[src/rtl/flash_prot_pkg.sv]
package flash_prot_pkg;
  // Strobes from control to the lock register datapath.
  typedef struct packed {
    logic load;     // write selected registers this cycle
    logic lockVal;  // new write-lock value
    logic downVal;  // new lock-down value
  } protStrb_t;
endpackage

[src/rtl/prot_regs.sv]
module prot_regs
  import flash_prot_pkg::*;
#(
  parameter int unsigned NUM_BLOCKS = 8,
  parameter int unsigned REG_W      = 8,
  localparam int unsigned IDX_W     = $clog2(NUM_BLOCKS)
) (
  input  logic                  clk,
  input  logic                  rstN,
  input  protStrb_t             strb,
  input  logic [NUM_BLOCKS-1:0] wrSel,
  input  logic [IDX_W-1:0]      rdIdx,
  output logic [REG_W-1:0]      rdData,
  output logic [NUM_BLOCKS-1:0] lockVec,
  output logic [NUM_BLOCKS-1:0] downVec
);
  for (genvar k = 0; k < NUM_BLOCKS; k++) begin : gReg
    always_ff @(posedge clk or negedge rstN) begin
      if (!rstN) begin
        lockVec[k] <= 1'b0;
        downVec[k] <= 1'b0;
      end else if (strb.load && wrSel[k]) begin
        lockVec[k] <= strb.lockVal;
        downVec[k] <= strb.downVal;
      end
    end
  end

  always_comb begin
    rdData    = '0;
    rdData[0] = lockVec[rdIdx];
    rdData[1] = downVec[rdIdx];
  end
endmodule

[src/rtl/prot_ctrl.sv]
module prot_ctrl
  import flash_prot_pkg::*;
#(
  parameter int unsigned NUM_BLOCKS  = 8,
  parameter int unsigned BLOCK_OFS_W = 16,
  parameter int unsigned REG_W       = 8,
  localparam int unsigned IDX_W      = $clog2(NUM_BLOCKS),
  localparam int unsigned ADDR_W     = BLOCK_OFS_W + IDX_W
) (
  input  logic                  regWrEn,
  input  logic [IDX_W-1:0]      regAddr,
  input  logic [REG_W-1:0]      regWrData,
  input  logic [NUM_BLOCKS-1:0] lockVec,
  input  logic [NUM_BLOCKS-1:0] downVec,
  input  logic                  reqValid,
  input  logic [ADDR_W-1:0]     reqAddr,
  input  logic                  topLockN,
  input  logic                  protectN,
  output protStrb_t             strb,
  output logic [NUM_BLOCKS-1:0] wrSel,
  output logic                  reqAllow,
  output logic                  reqReject
);
  localparam logic [IDX_W-1:0] TOP_BLK = IDX_W'(NUM_BLOCKS - 1);

  logic [IDX_W-1:0] blkNum;
  logic [IDX_W-1:0] regIdx;
  logic             isTop;
  logic             pinBlocked;
  logic             swBlocked;
  logic             unusedBits;

  assign strb.load    = regWrEn;
  assign strb.lockVal = regWrData[0];
  assign strb.downVal = regWrData[1];
  assign unusedBits   = ^{regWrData[REG_W-1:2], reqAddr[BLOCK_OFS_W-1:0]};

  // A register frozen by its lock-down bit never gets a write select.
  for (genvar k = 0; k < NUM_BLOCKS; k++) begin : gSel
    assign wrSel[k] = (regAddr == IDX_W'(k)) && !downVec[k];
  end

  // Register index counts down from the top block.
  assign blkNum     = reqAddr[ADDR_W-1 -: IDX_W];
  assign regIdx     = TOP_BLK - blkNum;
  assign isTop      = (blkNum == TOP_BLK);
  assign pinBlocked = isTop ? !topLockN : !protectN;
  assign swBlocked  = lockVec[regIdx];

  assign reqAllow  = reqValid && !pinBlocked && !swBlocked;
  assign reqReject = reqValid && (pinBlocked || swBlocked);
endmodule

[src/rtl/flash_block_protect.sv]
module flash_block_protect
  import flash_prot_pkg::*;
#(
  parameter int unsigned NUM_BLOCKS  = 8,
  parameter int unsigned BLOCK_OFS_W = 16,
  parameter int unsigned REG_W       = 8,
  localparam int unsigned IDX_W      = $clog2(NUM_BLOCKS),
  localparam int unsigned ADDR_W     = BLOCK_OFS_W + IDX_W
) (
  input  logic              clk,
  input  logic              rstN,
  input  logic              regWrEn,
  input  logic [IDX_W-1:0]  regAddr,
  input  logic [REG_W-1:0]  regWrData,
  output logic [REG_W-1:0]  regRdData,
  input  logic              reqValid,
  input  logic [ADDR_W-1:0] reqAddr,
  input  logic              topLockN,
  input  logic              protectN,
  output logic              reqAllow,
  output logic              reqReject
);
  protStrb_t             strb;
  logic [NUM_BLOCKS-1:0] wrSel;
  logic [NUM_BLOCKS-1:0] lockVec;
  logic [NUM_BLOCKS-1:0] downVec;

  prot_ctrl #(.NUM_BLOCKS(NUM_BLOCKS), .BLOCK_OFS_W(BLOCK_OFS_W), .REG_W(REG_W)) uCtrl (
    .regWrEn(regWrEn), .regAddr(regAddr), .regWrData(regWrData),
    .lockVec(lockVec), .downVec(downVec),
    .reqValid(reqValid), .reqAddr(reqAddr),
    .topLockN(topLockN), .protectN(protectN),
    .strb(strb), .wrSel(wrSel),
    .reqAllow(reqAllow), .reqReject(reqReject)
  );

  prot_regs #(.NUM_BLOCKS(NUM_BLOCKS), .REG_W(REG_W)) uRegs (
    .clk(clk), .rstN(rstN), .strb(strb), .wrSel(wrSel),
    .rdIdx(regAddr), .rdData(regRdData),
    .lockVec(lockVec), .downVec(downVec)
  );
endmodule

[config.mk]
export PLATFORM = sky130hd
export DESIGN_NAME = flash_block_protect
export DESIGN_NICKNAME = d
export VERILOG_FILES = /design/src/rtl/flash_prot_pkg.sv /design/src/rtl/prot_regs.sv /design/src/rtl/prot_ctrl.sv /design/src/rtl/flash_block_protect.sv
export SDC_FILE = /design/constraint.sdc
export NUM_CORES = 1
export LEC_CHECK = 0
export BUFFER_PORTS_ARGS = -buffer_cell sky130_fd_sc_hd__buf_2
export CAP_MARGIN = 20
export CORE_UTILIZATION = 40
export CTS_CLUSTER_SIZE = 30
export DETAILED_ROUTE_END_ITERATION = 12
export HOLD_SLACK_MARGIN = 0.1
export PLACE_DENSITY = 0.71
export SETUP_SLACK_MARGIN = 0.4
export SYNTH_ARGS = -nofsm -noshare
export SYNTH_HDL_FRONTEND = slang
export SYNTH_SLANG_ARGS = --single-unit
[constraint.sdc]
create_clock -name clk -period 2.3 [get_ports clk]
set_clock_uncertainty 0.2 [all_clocks]
set_input_delay 0.46 -clock clk [delete_from_list [all_inputs] [get_ports clk]]
set_output_delay 0.46 -clock clk [all_outputs]
set_load 0.1 [all_outputs]
==> reports/metrics.yaml <==
hold_path:
  worstHoldPathCells: 2
  kind_of_path_behind_the_tightest_hold_check: "in -> reg"
setup_path:
  worstPathBufferInverterCount: 2
  required_ns: 1.64
  critical_path_depth: 5
  critical_path.startpoint_type: "flop"
  cp_slowest_stage_delay_ns: 0.48
  cp.arrival_ns: 1.74
  crit_fanout: 3
  cp_cell_instances: "mux4_2, a32oi_2, buf_4, nor2b_4, buf_12"
  cp_slowest_cell: "mux4_2"
  cpLargestDelayFamily: "multiplexers"
  worst-setup-path-type: "reg -> out"
  worst-r2r-cell-count: 3
  cp-end-kind: "primary output"
floorplan:
  design.die.area_um2: 2524
  die_height_um: 50.24
  core_region_area_um2: 2212
  die_width_um: 50.24
  cell_rows: 17
  boundaryPins: 46
  start_util: 0.4208
power_and_ir_drop:
  max-vdd-ir-drop_v: 0.0005641
  switching_share: 0.3773
  p_int_uw: 686.5
  leakagePower_uw: 0.0005035
  comb_power_share: 0.449
  part_of_the_total_power_dissipated_in_sequential_elements: 0.378
  share_of_total_power_in_the_clock_network: 0.173
  p_per_area_nw_per_um2: 932.4
  total_switching_power_uw: 416.0
grt:
  global_route.usage.met2: 0.3156
  top_usage_layer: "met2"
  grt_use_met3: 0.03636
  grt_antenna_before_repair: 0
  wire_length_of_the_first_global_routing_pass_um: 3346
  gr_overflow_total: 0
  grt_usage: 0.1829
  first_global_vias: 725
  largest_net_degree_at_the_start_of_global_routing: 17
  gr_met1_demand_resource: 0.2272
layout:
  area.growth.synth_to_final_pct: 27.02
  ff_latch_area_um2: 400.4
  layout.nets: 139
  nFillCells: 192
  antennaDiodeCount: 0
  area_used_by_multi_input_combinational_logic_um2: 484.2
  finish.utilization: 0.5345
  layout_cells_sized_above_1: 0.4804
  instances_no_fill: 130
synthesis:
  synthDistinctLibCells: 22
  netlist.top_cell.by_area: "dfrtp_1"
  synth.top_cell.area_share: 0.4301
  postSynthCellCount: 74
  synthesis.area_um2: 930.9
  synth_seq_area_share: 0.4301
  yosys_register_bits: 16
  syn_area_per_cell_um2: 12.58
  synth_top_cells_by_area: "dfrtp_1 (43%), mux4_1 (14%), mux2_2 (12%)"
  yosys_warnings: 0
outcome:
  status: "finished with violations"
  failed_checks: "setup timing"
sta:
  timing.final.hold_violations: 0
  final-setup-viol-count: 3
  maxClockFrequency_mhz: 416.1
  timing.final.max_slew_violations: 0
  post-route-worst-setup-slack_ns: -0.1034
  timing.setup.tns_ns: -0.3057
  final_min_period_over_clock_period: 1.045
  rsz_0062_raised_after_global_routing: "true"
  final_period_minus_worst_setup_slack_ns: 2.403
routing:
  ant_nets: 0
  drc_errors: 0
  via_count_normalized_by_instance_count: 5.246
  drt-wirelength-per-cell_um: 15.63
  detailroute.via_count: 682
  detail_route.iter0.violations: 16
  drt_wl_total_um: 2032
  first_pass_iters: 4
clocking:
  cts_buffers: 3
  root_buffer: "clkbuf_4"
  clk_pin_slew_worst_paths_ns: 0.10
  max-clock-path-buffers: 2
  h_tree_levels: 1
  clock_sinks: 16
  tritoncts_clock_tree: "yes"
  worst_skew_pair_later_pin_latency_ns: 0.29
placed_design:
  post-dp-hpwl_um: 1492
  post-place-cells: 120
  gp_congestion: 0.8112
  numPortBuffers: 17
run:
  drv_cap: 0
[cell type report]
class | instances | share of cell area
clock buffers | 4 | 0.03069
flip-flops and latches | 16 | 0.3386
multi-input cells | 54 | 0.4095
inverters | 1 | 0.003175
well taps | 28 | 0.02963
repair buffers | 27 | 0.1884
[through the flow]
step	power, µW	hold WS [ns]	worst slack [ns]	cell area (µm²)
after floorplan	748.3	-0.03559	0.08585	963.4
after global placement	812.3	0.1862	-0.05690	1057
after detailed placement	827.5	0.1976	-0.06727	1057
after CTS	1097	0.3045	-0.09105	1175
after global routing	1154	0.3088	-0.2055	1182
final	1102	0.3185	-0.1034	1182
[cell usage after synthesis, drive strengths merged]
cell / instances
or2b: 1
mux2i: 1
nor3: 8
mux4: 5
nor2b: 1
conb: 1
nand2b: 2
nand2: 3
inv: 1
buf: 8
and2: 1
nand3b: 2
o21ai: 1
and4b: 1
o21bai: 8
dfrtp: 16
nand3: 1
a32oi: 1
nor3b: 1
or2: 1
mux2: 10
[path summary, 6_finish.rpt]
check / startpoint / end / slack (ns)
worst max register to register: uRegs.downVec[6]$_DFFE_PN0P_ / uRegs.lockVec[6]$_DFFE_PN0P_ / 0.85
max in group asynchronous: rstN / uRegs.lockVec[1]$_DFFE_PN0P_ / 1.21
worst max-delay path: uRegs.lockVec[4]$_DFFE_PN0P_ / reqReject / -0.10
worst min-delay path: regWrData[0] / uRegs.lockVec[4]$_DFFE_PN0P_ / 0.32
min in group asynchronous: rstN / uRegs.downVec[7]$_DFFE_PN0P_ / 0.41
worst min register to register: uRegs.downVec[0]$_DFFE_PN0P_ / uRegs.downVec[0]$_DFFE_PN0P_ / 0.33
[cell usage in the layout (no fill, tap or decap)]
| cell type | instances |
|---|---|
| dfrtp_1 | 16 |
| buf_2 | 13 |
| buf_4 | 9 |
| nor3_1 | 8 |
| mux2_2 | 8 |
| o21bai_1 | 8 |
| conb_1 | 6 |
| mux4_2 | 5 |
| buf_12 | 4 |
| nand2_1 | 3 |
| clkbuf_4 | 3 |
| nand3b_1 | 2 |
| mux2_4 | 2 |
| nand2b_1 | 2 |
| and4b_1 | 1 |
| nor3b_1 | 1 |
| o21ai_0 | 1 |
| mux2i_1 | 1 |
| inv_1 | 1 |
| a32oi_2 | 1 |
| and2_4 | 1 |
| nor2b_4 | 1 |
| or2_2 | 1 |
| nand3_1 | 1 |
| or2b_1 | 1 |
| clkbuf_8 | 1 |
| dlygate4sd3_1 | 1 |
[worst reg2reg max path: stages (launching register included)]
cell,delay (ns)
dfrtp_1,0.40
buf_4,0.14
nor3_1,0.23
mux2_2,0.36
[metal layers]
layer / part of all wire / wire length (µm) / vias to the layer above
met5: 0 / 0 / -
met4: 0 / 0 / 0
met3: 0.046 / 93 / 0
met2: 0.53 / 1078 / 24
met1: 0.42 / 859 / 341
li1: - / - / 317
[state kept, by name, indices dropped and copies added (netlist names)]
name	count
uRegs.lockVec	8
uRegs.downVec	8
[timing repair]
action                                  4_1_cts  5_1_grt
gates resized for setup                      13        0
endpoints found under the setup margin        4        4
hold buffers                                  1        0
buffers inserted                              4        1
hold endpoints to repair                     16        0
pin swaps                                     2        1
[power groups by stage]
| stage | sequential [µW] | combinational (µW) | clock, µW |
|---|---|---|---|
| floorplan | 398 | 350 | 0 |
| global placement | 419 | 393 | 0 |
| detailed placement | 425 | 403 | 0 |
| CTS | 417 | 486 | 195 |
| global route | 426 | 517 | 211 |
| finish | 417 | 495 | 191 |
[kinds of logic after synthesis]
kind of cell / after synthesis / share of synthesized area
AND/OR/NAND/NOR: 22 / 0.1371
multiplexers: 16 / 0.2729
flip-flops: 16 / 0.4301
AO/OA/AOI/OAI: 10 / 0.07930
buffers and inverters: 9 / 0.07660
other: 1 / 0.004028
Power figures use the tool's default switching activity.
